<file path="config.mk">
export PLATFORM = sky130hd
export DESIGN_NAME = ext_bus_idle_seq
export DESIGN_NICKNAME = d
export VERILOG_FILES = /design/src/rtl/ebi_pkg.sv /design/src/rtl/ebi_cfg_reg.sv /design/src/rtl/ebi_gap_decider.sv /design/src/rtl/ebi_cs_decode.sv /design/src/rtl/ext_bus_idle_seq.sv
export SDC_FILE = /design/constraint.sdc
export NUM_CORES = 1
export LEC_CHECK = 0
export ABC_AREA = 1
export BUFFER_PORTS_ARGS = -buffer_cell sky130_fd_sc_hd__buf_2
export CORE_MARGIN = 3
export CORE_UTILIZATION = 25
export DETAILED_ROUTE_END_ITERATION = 7
export PLACE_DENSITY = 0.58
export SLEW_MARGIN = 20
export SYNTH_ARGS = -nofsm -noshare
export SYNTH_HDL_FRONTEND = slang
export SYNTH_SLANG_ARGS = --single-unit
</file>
<file path="constraint.sdc">
create_clock -name clk_i -period 1.5 [get_ports clk_i]
set_clock_uncertainty 0.05 [all_clocks]
set_input_delay 0.3 -clock clk_i [delete_from_list [all_inputs] [get_ports clk_i]]
set_output_delay 0.3 -clock clk_i [all_outputs]
set_load 0.03 [all_outputs]
</file>
<file path="src/rtl/ebi_pkg.sv">
package ebi_pkg;
  typedef enum logic [1:0] {
    PH_IDLE = 2'd0,
    PH_GAP  = 2'd1,
    PH_ACC  = 2'd2
  } ebi_phase_e;

  localparam int unsigned CFG_TURN_BIT = 0;
  localparam int unsigned CFG_AREA_BIT = 1;
endpackage

</file>
<file path="src/rtl/ebi_cfg_reg.sv">
module ebi_cfg_reg (
  input  logic       clk_i,
  input  logic       rst_ni,
  input  logic       we_i,
  input  logic [1:0] wdata_i,
  output logic       turn_en_o,
  output logic       area_en_o
);
  import ebi_pkg::*;

  logic [1:0] cfg_q;

  always_ff @(posedge clk_i or negedge rst_ni) begin
    if (!rst_ni)   cfg_q <= 2'b11;
    else if (we_i) cfg_q <= wdata_i;
  end

  assign turn_en_o = cfg_q[CFG_TURN_BIT];
  assign area_en_o = cfg_q[CFG_AREA_BIT];

  p_load_r10: assert property (@(posedge clk_i) disable iff (!rst_ni)
    we_i |=> (turn_en_o == $past(wdata_i[CFG_TURN_BIT])) && (area_en_o == $past(wdata_i[CFG_AREA_BIT])));
endmodule

</file>
<file path="src/rtl/ebi_gap_decider.sv">
module ebi_gap_decider #(
  parameter int unsigned AREA_W = 3
) (
  input  logic              back2back_i,
  input  logic              prev_write_i,
  input  logic [AREA_W-1:0] prev_area_i,
  input  logic              next_write_i,
  input  logic [AREA_W-1:0] next_area_i,
  input  logic              turn_en_i,
  input  logic              area_en_i,
  output logic              insert_o
);
  logic after_read;

  // only a read can leave a slow driver on the bus
  assign after_read = back2back_i && !prev_write_i;

  always_comb begin
    insert_o = 1'b0;
    if (after_read) begin
      if (next_write_i) insert_o = turn_en_i;
      else              insert_o = area_en_i && (next_area_i != prev_area_i);
    end
  end
endmodule

</file>
<file path="src/rtl/ebi_cs_decode.sv">
module ebi_cs_decode #(
  parameter int unsigned AREA_W = 3,
  localparam int unsigned AREAS = 1 << AREA_W
) (
  input  logic              clk_i,
  input  logic              rst_ni,
  input  logic              active_i,
  input  logic [AREA_W-1:0] area_i,
  output logic [AREAS-1:0]  cs_n_o
);
  for (genvar a = 0; a < AREAS; a++) begin : g_cs
    assign cs_n_o[a] = !(active_i && (area_i == AREA_W'(a)));
  end

  p_cs_onehot_r11: assert property (@(posedge clk_i) disable iff (!rst_ni)
    $onehot0(~cs_n_o));
endmodule

</file>
<file path="src/rtl/ext_bus_idle_seq.sv">
module ext_bus_idle_seq #(
  parameter int unsigned ADDR_W    = 16,
  parameter int unsigned DATA_W    = 16,
  parameter int unsigned AREA_W    = 3,
  parameter int unsigned RD_STATES = 3,
  localparam int unsigned AREAS    = 1 << AREA_W,
  localparam int unsigned CNT_W    = (RD_STATES > 2) ? $clog2(RD_STATES) : 1
) (
  input  logic              clk_i,
  input  logic              rst_ni,
  input  logic              req_valid_i,
  output logic              req_ready_o,
  input  logic              req_write_i,
  input  logic [ADDR_W-1:0] req_addr_i,
  input  logic [DATA_W-1:0] req_wdata_i,
  input  logic              cfg_we_i,
  input  logic [1:0]        cfg_wdata_i,
  input  logic [DATA_W-1:0] rdata_i,
  output logic              rsp_valid_o,
  output logic [DATA_W-1:0] rsp_rdata_o,
  output logic [ADDR_W-1:0] bus_addr_o,
  output logic [AREAS-1:0]  cs_n_o,
  output logic              rd_n_o,
  output logic              wr_n_o,
  output logic              data_oe_o,
  output logic [DATA_W-1:0] bus_wdata_o
);
  import ebi_pkg::*;

  localparam logic [CNT_W-1:0] RD_LAST = CNT_W'(RD_STATES - 1);
  localparam logic [CNT_W-1:0] WR_LAST = CNT_W'(1);

  ebi_phase_e        phase_q;
  logic [CNT_W-1:0]  cnt_q;
  logic              cur_write_q;
  logic [ADDR_W-1:0] cur_addr_q;
  logic [DATA_W-1:0] cur_wdata_q;
  logic              rsp_valid_q;
  logic [DATA_W-1:0] rsp_rdata_q;

  logic turn_en, area_en, insert, last_acc, accept, in_acc;
  logic [AREA_W-1:0] cur_area, req_area;

  assign cur_area = cur_addr_q[ADDR_W-1 -: AREA_W];
  assign req_area = req_addr_i[ADDR_W-1 -: AREA_W];
  assign in_acc   = (phase_q == PH_ACC);
  assign last_acc = in_acc && (cnt_q == (cur_write_q ? WR_LAST : RD_LAST));

  assign req_ready_o = (phase_q == PH_IDLE) || last_acc;
  assign accept      = req_valid_i && req_ready_o;

  ebi_cfg_reg u_cfg (
    .clk_i     (clk_i),
    .rst_ni    (rst_ni),
    .we_i      (cfg_we_i),
    .wdata_i   (cfg_wdata_i),
    .turn_en_o (turn_en),
    .area_en_o (area_en)
  );

  ebi_gap_decider #(.AREA_W(AREA_W)) u_dec (
    .back2back_i  (last_acc),
    .prev_write_i (cur_write_q),
    .prev_area_i  (cur_area),
    .next_write_i (req_write_i),
    .next_area_i  (req_area),
    .turn_en_i    (turn_en),
    .area_en_i    (area_en),
    .insert_o     (insert)
  );

  ebi_cs_decode #(.AREA_W(AREA_W)) u_cs (
    .clk_i    (clk_i),
    .rst_ni   (rst_ni),
    .active_i (in_acc),
    .area_i   (cur_area),
    .cs_n_o   (cs_n_o)
  );

  always_ff @(posedge clk_i or negedge rst_ni) begin
    if (!rst_ni) begin
      phase_q     <= PH_IDLE;
      cnt_q       <= '0;
      cur_write_q <= 1'b0;
      cur_addr_q  <= '0;
      cur_wdata_q <= '0;
    end else if (accept) begin
      phase_q     <= insert ? PH_GAP : PH_ACC;
      cnt_q       <= '0;
      cur_write_q <= req_write_i;
      cur_addr_q  <= req_addr_i;
      cur_wdata_q <= req_wdata_i;
    end else if (phase_q == PH_GAP) begin
      phase_q <= PH_ACC;
      cnt_q   <= '0;
    end else if (last_acc) begin
      phase_q <= PH_IDLE;
    end else if (in_acc) begin
      cnt_q <= cnt_q + 1'b1;
    end
  end

  always_ff @(posedge clk_i or negedge rst_ni) begin
    if (!rst_ni) begin
      rsp_valid_q <= 1'b0;
      rsp_rdata_q <= '0;
    end else begin
      rsp_valid_q <= last_acc && !cur_write_q;
      if (last_acc && !cur_write_q) rsp_rdata_q <= rdata_i;
    end
  end

  assign rsp_valid_o = rsp_valid_q;
  assign rsp_rdata_o = rsp_rdata_q;
  assign bus_addr_o  = cur_addr_q;
  assign bus_wdata_o = cur_wdata_q;
  assign rd_n_o      = !(in_acc && !cur_write_q);
  assign wr_n_o      = !(in_acc && cur_write_q && (cnt_q == WR_LAST));
  assign data_oe_o   = in_acc && cur_write_q;

  p_gap_quiet_r4: assert property (@(posedge clk_i) disable iff (!rst_ni)
    (phase_q == PH_GAP) |-> (&cs_n_o && rd_n_o && wr_n_o && !data_oe_o));

  p_gap_single_r4: assert property (@(posedge clk_i) disable iff (!rst_ni)
    (phase_q == PH_GAP) |=> (phase_q == PH_ACC));

  p_turn_gap_r4: assert property (@(posedge clk_i) disable iff (!rst_ni)
    (accept && last_acc && !cur_write_q && req_write_i && turn_en) |=> (phase_q == PH_GAP));

  p_after_write_r8: assert property (@(posedge clk_i) disable iff (!rst_ni)
    (accept && last_acc && cur_write_q) |=> (phase_q == PH_ACC));

  p_from_idle_r8: assert property (@(posedge clk_i) disable iff (!rst_ni)
    (accept && (phase_q == PH_IDLE)) |=> (phase_q == PH_ACC));

  p_hold_addr_r9: assert property (@(posedge clk_i) disable iff (!rst_ni)
    (in_acc && !req_ready_o) |=> $stable(bus_addr_o));

  p_wr_oe_r3: assert property (@(posedge clk_i) disable iff (!rst_ni)
    !wr_n_o |-> data_oe_o);

  p_rsp_r2: assert property (@(posedge clk_i) disable iff (!rst_ni)
    rsp_valid_o |-> $past(!rd_n_o));
endmodule

</file>
==> flow_summary.toml, run 1 <==
[global_routing]
grt-ovfl-total = 0
track_usage = 0.119
grt_max_degree = 57
grt_pass1_vias = 2328
grt_pass1_wl_um = 10800
antenna_found_initial = 0

[clock_network]
cts_sinks = 56
worstSkewPairLatency_ps = 300
clockBufferDepth = 2
h-tree-depth = 2
clk_pin_slew_ps = 100
cts_inserted_buffers = 5
cts_root_buf = "clkbuf_8"
cts_tree = "yes"

[route]
wl_per_cell_um = 12.2
num_vias = 2277
post_drt_via_cell_ratio = 4.10
drt_iter0_drc = 108
ant_nets = 0
route.detailed.drc = 0
wl_um = 6760
first_pass_iters = 4

[worst_hold_path]
hp-class = "input port to register"

[floorplan]
start_util = 0.260
rows = 35
die_area_um2 = 11000
core_um2 = 9370
num_io_pins = 116
die-height_um = 105
die_w_um = 105

[critical_path]
cp_top_family = "flip-flops"
regToRegEndpoint = "phase_q[1]$_DFFE_PN0P_"
worstPathRequired_ps = 1150
path_max_fanout = 5
critical_path_depth = 6
crit_path_end_kind = "primary output"
slowest_delay_ps = 470
path_common_cell = "nand2_2"
start_kind = "register"
slowest_stage = "dfrtp_2"
critPathKind = "register to primary output"
worstPathCellList = "nor2_4 > nand2_2 > nand3_4 > nand2_2 > inv_2 > buf_6"
r2r_slack_ps = -110
arrival_ps = 1340
critPathLaunch = "cnt_q[0]$_DFFE_PN0P_"
r2r_start = "cnt_q[0]$_DFFE_PN0P_"
reg2reg_depth = 9
crit_path_end = "req_ready_o"
path_buf_inv = 2

[sta]
layout_setup_ws_ps = -187
hold_viol_final = 0
relSlewSlack = 0.777
rsz0062_at_grt = "yes"
finalCritPeriodShare = 1.12
worst_pin_slew_ps = 334
tns_ps = -2160
fin_crit_ps = 1690
final-max-slew-violation-count = 0
setup_viol = 47
max_freq_mhz = 593

[pwr]
power_switching_uw = 537
seqPwrFrac = 0.609
netSwitchingFraction = 0.215
vdd_ir_drop_max_mv = 0.308
p_per_area_nw_per_um2 = 680
intPower_mw = 1.96
clockPowerShare = 0.340
p_leak_nw = 2.01
combPwrFrac = 0.052

[finish]
diodes = 0
fillers = 980
final-seq-area_um2 = 1410
layout.cells.non_filler = 556
multi_input_comb_area_um2 = 967
syn2layout_area_growth_pct = 50.7
nNetsFinal = 482
finalCoreUtilization = 0.392
drive_above_1_share = 0.443
stdcell_area_um2 = 3670

[synth]
synth_nets = 344
syn-instance-count = 288
synth_seq_cells = 56
syn_area_um2 = 2440
ys_seq_area_frac = 0.576
yosys_warnings = 0
synth_cell_types = 20
syn_area_per_cell_um2 = 8.46

[placement]
place.port_buffers = 115
dp.cells = 533
place_congestion = 0.769
post_dp_cell_area_um2 = 3220
hpwl_um = 4610
dp_slack_ps = 61.6

[run]
maxCapViolCount = 0

[run_status]
status = "finished with violations"
violations = "negative setup slack"
-- synthesized netlist by cell type --
master / number / area, um^2
nand2_1: 166 / 623
buf_12: 1 / 20.0
buf_2: 3 / 15.0
inv_2: 3 / 11.3
nor2_1: 8 / 30.0
nor2_4: 2 / 22.5
dfstp_2: 2 / 52.6
nand4_1: 2 / 12.5
nand3_1: 2 / 10.0
mux2_2: 1 / 11.3
a21oi_1: 1 / 5.00
dfrtp_1: 54 / 1350
ha_1: 1 / 12.5
o21ai_0: 7 / 35.0
nand3_4: 2 / 35.0
nand3_2: 2 / 20.0
nand2_2: 11 / 68.8
buf_4: 4 / 30.0
inv_1: 15 / 56.3
buf_8: 1 / 15.0
-- tightest hold or removal path: cells and delay by family --
family | cells | cell delay (ps)
buf+inv | 1 | 70
simple gates | 2 | 90
-- sequential cells by signal, indices dropped and copies added, names as in the netlist --
name         flops
cnt_q            2
phase_q          2
rsp_valid_o      1
bus_addr_o      16
rsp_rdata_o     16
cur_write_q      1
u_cfg.cfg_q      2
bus_wdata_o     16
-- layer usage --
layer,wire (um),global-route usage
met1,2850,0.140
met2,3630,0.216
met3,250,0.0253
met4,28,0.0309
met5,0,0
-- area by class of cell --
cell class	instances	share of cell area
clock buffers	8	0.0245
inverters	18	0.0218
multi-input cells	205	0.263
flip-flops and latches	56	0.383
well taps	129	0.0440
repair buffers	140	0.263
-- timing repair --
action	CTS	global route
cloned	0	4
pin swaps	4	6
resized for setup	37	29
buffers inserted	5	6
setup endpoints to repair	12	44
hold endpoints to repair	54	0
hold buffers	1	0
-- power by group through the flow --
stage / Clock, mW / Sequential, mW / Combinational, mW
after global placement: 0 / 1.55 / 0.125
final: 0.848 / 1.52 / 0.129
after detailed placement: 0 / 1.55 / 0.127
after CTS: 0.916 / 1.52 / 0.130
after floorplan: 0 / 1.55 / 0.0145
after global routing: 0.949 / 1.52 / 0.149
-- per-stage QoR --
step / total power [mW] / hold slack (ps)
after global placement: 1.67 / 277
after floorplan: 1.56 / -45.6
after global routing: 2.62 / 132
after CTS: 2.56 / 118
final: 2.50 / 136
after detailed placement: 1.68 / 278
-- cells in the final DEF (no fill, tap or decap), drive strengths merged --
| cell | instances |
|---|---|
| a21oi | 1 |
| buf | 136 |
| clkbuf | 11 |
| dfrtp | 54 |
| dfstp | 2 |
| dlygate4sd3 | 1 |
| ha | 1 |
| inv | 18 |
| mux2 | 1 |
| nand2 | 177 |
| nand3 | 6 |
| nand4 | 2 |
| nor2 | 10 |
| o21ai | 7 |
-- how the worst min path moves through the flow --
stage,start,to,slack [ps],depth (start not counted)
final,req_addr_i[2],bus_addr_o[2]$_DFFE_PN0P_,140,3
after global routing,req_wdata_i[10],bus_wdata_o[10]$_DFFE_PN0P_,130,3
after CTS,req_addr_i[10],bus_addr_o[10]$_DFFE_PN0P_,120,3
after detailed placement,rst_ni,bus_addr_o[13]$_DFFE_PN0P_,280,2
after global placement,rst_ni,bus_addr_o[13]$_DFFE_PN0P_,280,2
after floorplan,rst_ni,bus_addr_o[0]$_DFFE_PN0P_,-50,0
-- kinds of logic after synthesis --
| kind of cell | Yosys count | share of synthesized area |
|---|---|---|
| mux | 1 | 0.00462 |
| simple gates | 195 | 0.337 |
| fa+ha+maj | 1 | 0.00513 |
| compound gates | 8 | 0.0164 |
| buf+inv | 27 | 0.0606 |
| flops | 56 | 0.576 |
Power figures use the tool's default switching activity.
==> run 2, diff against run 1 <==
--- a/config.mk
+++ b/config.mk
@@ -7,10 +7,13 @@
 export LEC_CHECK = 0
 export ABC_AREA = 1
 export BUFFER_PORTS_ARGS = -buffer_cell sky130_fd_sc_hd__buf_2
+export CELL_PAD_IN_SITES_DETAIL_PLACEMENT = 1
+export CELL_PAD_IN_SITES_GLOBAL_PLACEMENT = 2
+export CORE_ASPECT_RATIO = 1.5
 export CORE_MARGIN = 3
 export CORE_UTILIZATION = 25
 export DETAILED_ROUTE_END_ITERATION = 7
-export PLACE_DENSITY = 0.58
+export PLACE_DENSITY = 0.89
 export SLEW_MARGIN = 20
 export SYNTH_ARGS = -nofsm -noshare
 export SYNTH_HDL_FRONTEND = slang
==> run 2 against run 1 <==
  * Setup slack improved by 48 ps
  * Global-route usage increased by 1.1 points
  * Total power increased by 14%
  * The flow still finishes with violations (negative setup slack)
  * Highest routed layer unchanged
  * Critical path depth decreased by 1
==> flow_summary.toml, run 2 (synthesis results as in run 1) <==
[run_status]
status = "finished with violations"
violations = "negative setup slack"

[route]
ant_nets = 0
drt_iter0_drc = 80
route.detailed.drc = 0
post_drt_via_cell_ratio = 4.33
wl_per_cell_um = 14.5
first_pass_iters = 4
wl_um = 7810
num_vias = 2332

[sta]
whs_ps = 143
setup_viol = 49
worst_pin_slew_ps = 303
rsz0062_at_grt = "yes"
fin_crit_ps = 1640
finalCritPeriodShare = 1.09
final-max-slew-violation-count = 0
max_freq_mhz = 610
layout_setup_ws_ps = -139
tns_ps = -3480
hold_viol_final = 0
relSlewSlack = 0.796

[finish]
layout.cells.non_filler = 538
diodes = 0
syn2layout_area_growth_pct = 63.9
most-common-layout-cells = "nand2_1 (111), buf_2 (103), dfrtp_1 (48), nand2_2 (44), nand2_4 (22)"
final_common_cell = "nand2_1"
nNetsFinal = 481
stdcell_area_um2 = 3990
drive_above_1_share = 0.563

[clock_network]
cts_inserted_buffers = 5
clk_pin_slew_ps = 70
clockBufferDepth = 2
cts_tree = "yes"
cts_root_buf = "clkbuf_16"
h-tree-depth = 2
cts_sinks = 56
worstSkewPairLatency_ps = 290

[global_routing]
grt_pass1_vias = 2427
grt-ovfl-total = 0
antenna_found_initial = 0
grt_pass1_wl_um = 11300
track_usage = 0.129
grt_max_degree = 57

[floorplan]
num_io_pins = 116
rows = 43
core_um2 = 9360
die-height_um = 127
die_w_um = 86.6
start_util = 0.260
die_area_um2 = 11000

[worst_hold_path]
hp-class = "input port to register"
min_from = "rdata_i[12]"

[placement]
place.port_buffers = 115
dp_slack_ps = -21.9
hpwl_um = 5270
dp.cells = 515
post_dp_cell_area_um2 = 3200
place_congestion = 0.690

[pwr]
p_per_area_nw_per_um2 = 712
p_leak_nw = 2.22
vdd_ir_drop_max_mv = 0.521

[critical_path]
crit_path_end_kind = "primary output"
critPathLaunch = "phase_q[0]$_DFFE_PN0P_"
path_max_fanout = 4
r2r_start = "cur_write_q$_DFFE_PN0P_"
arrival_ps = 1290
critPathKind = "register to primary output"
start_kind = "register"
worstPathRequired_ps = 1150

[run]
maxCapViolCount = 0
[run 2: cell types whose count changed in the layout (fill, tap and decap cells not counted), sizes merged]
cell,delta
clkinv,+4
buf,-4
inv,-1
[run 2: critical path: stages (launching register included)]
cell     delay (ps)
dfrtp_2         440
nor2_4          120
inv_4            70
nor2_4          140
nand2_1          80
buf_6           140
[run 2: final timing paths]
| path | slack, ps | depth (start not counted) | to |
|---|---|---|---|
| min in group asynchronous | 480 | 3 | bus_addr_o[15]$_DFFE_PN0P_ |
| max in group asynchronous | 620 | 3 | u_cfg.cfg_q[1]$_DFFE_PN1P_ |
| max | -140 | 5 | cs_n_o[3] |
| max reg2reg | -90 | 9 | bus_wdata_o[8]$_DFFE_PN0P_ |
| min | 140 | 3 | rsp_rdata_o[12]$_DFFE_PN0P_ |
| min reg2reg | 420 | 2 | bus_wdata_o[9]$_DFFE_PN0P_ |
[run 2: where the power goes]
part           leakage, nW  switching [mW]  internal (mW)  total [mW]
clock network       0.0736           0.559          0.618        1.18
registers            0.673         0.00192           1.52        1.52
logic                 1.48          0.0821         0.0642       0.146
total                 2.22           0.643           2.20        2.84
[run 2: per-stage QoR]
stage               total power [mW]   util
finish                          2.84  0.427
global route                    2.98  0.427
CTS                             2.88  0.375
detailed placement              1.68  0.342
global placement                1.68  0.342
floorplan                       1.56      -
[run 2: layer usage]
layer / part of all wire / routed length [um] / global-route usage / up-vias
met1: 0.38 / 2990 / 0.143 / 1115
met5: 0 / 0 / 0 / -
met2: 0.56 / 4350 / 0.240 / 72
met3: 0.050 / 390 / 0.0312 / 6
met4: 0.0097 / 76 / 0.0358 / 0
li1: - / - / - / 1139
[run 2: final cells by class]
cell class              count  area (um^2)
repair buffers            139         1030
fillers                  1125         5370
clock buffers               5          125
multi-input cells         205         1180
well taps                 112          140
clock inverters             3         18.8
flip-flops and latches     56         1410
inverters                  18         87.6
[run 2: timing repair]
action	in CTS	in global routing
setup buffers	6	1
pin swaps	4	23
gates cloned	0	8
endpoints found under the setup margin	12	58
gates resized for setup	39	100
hold endpoints to repair	54	0
hold buffers	1	0
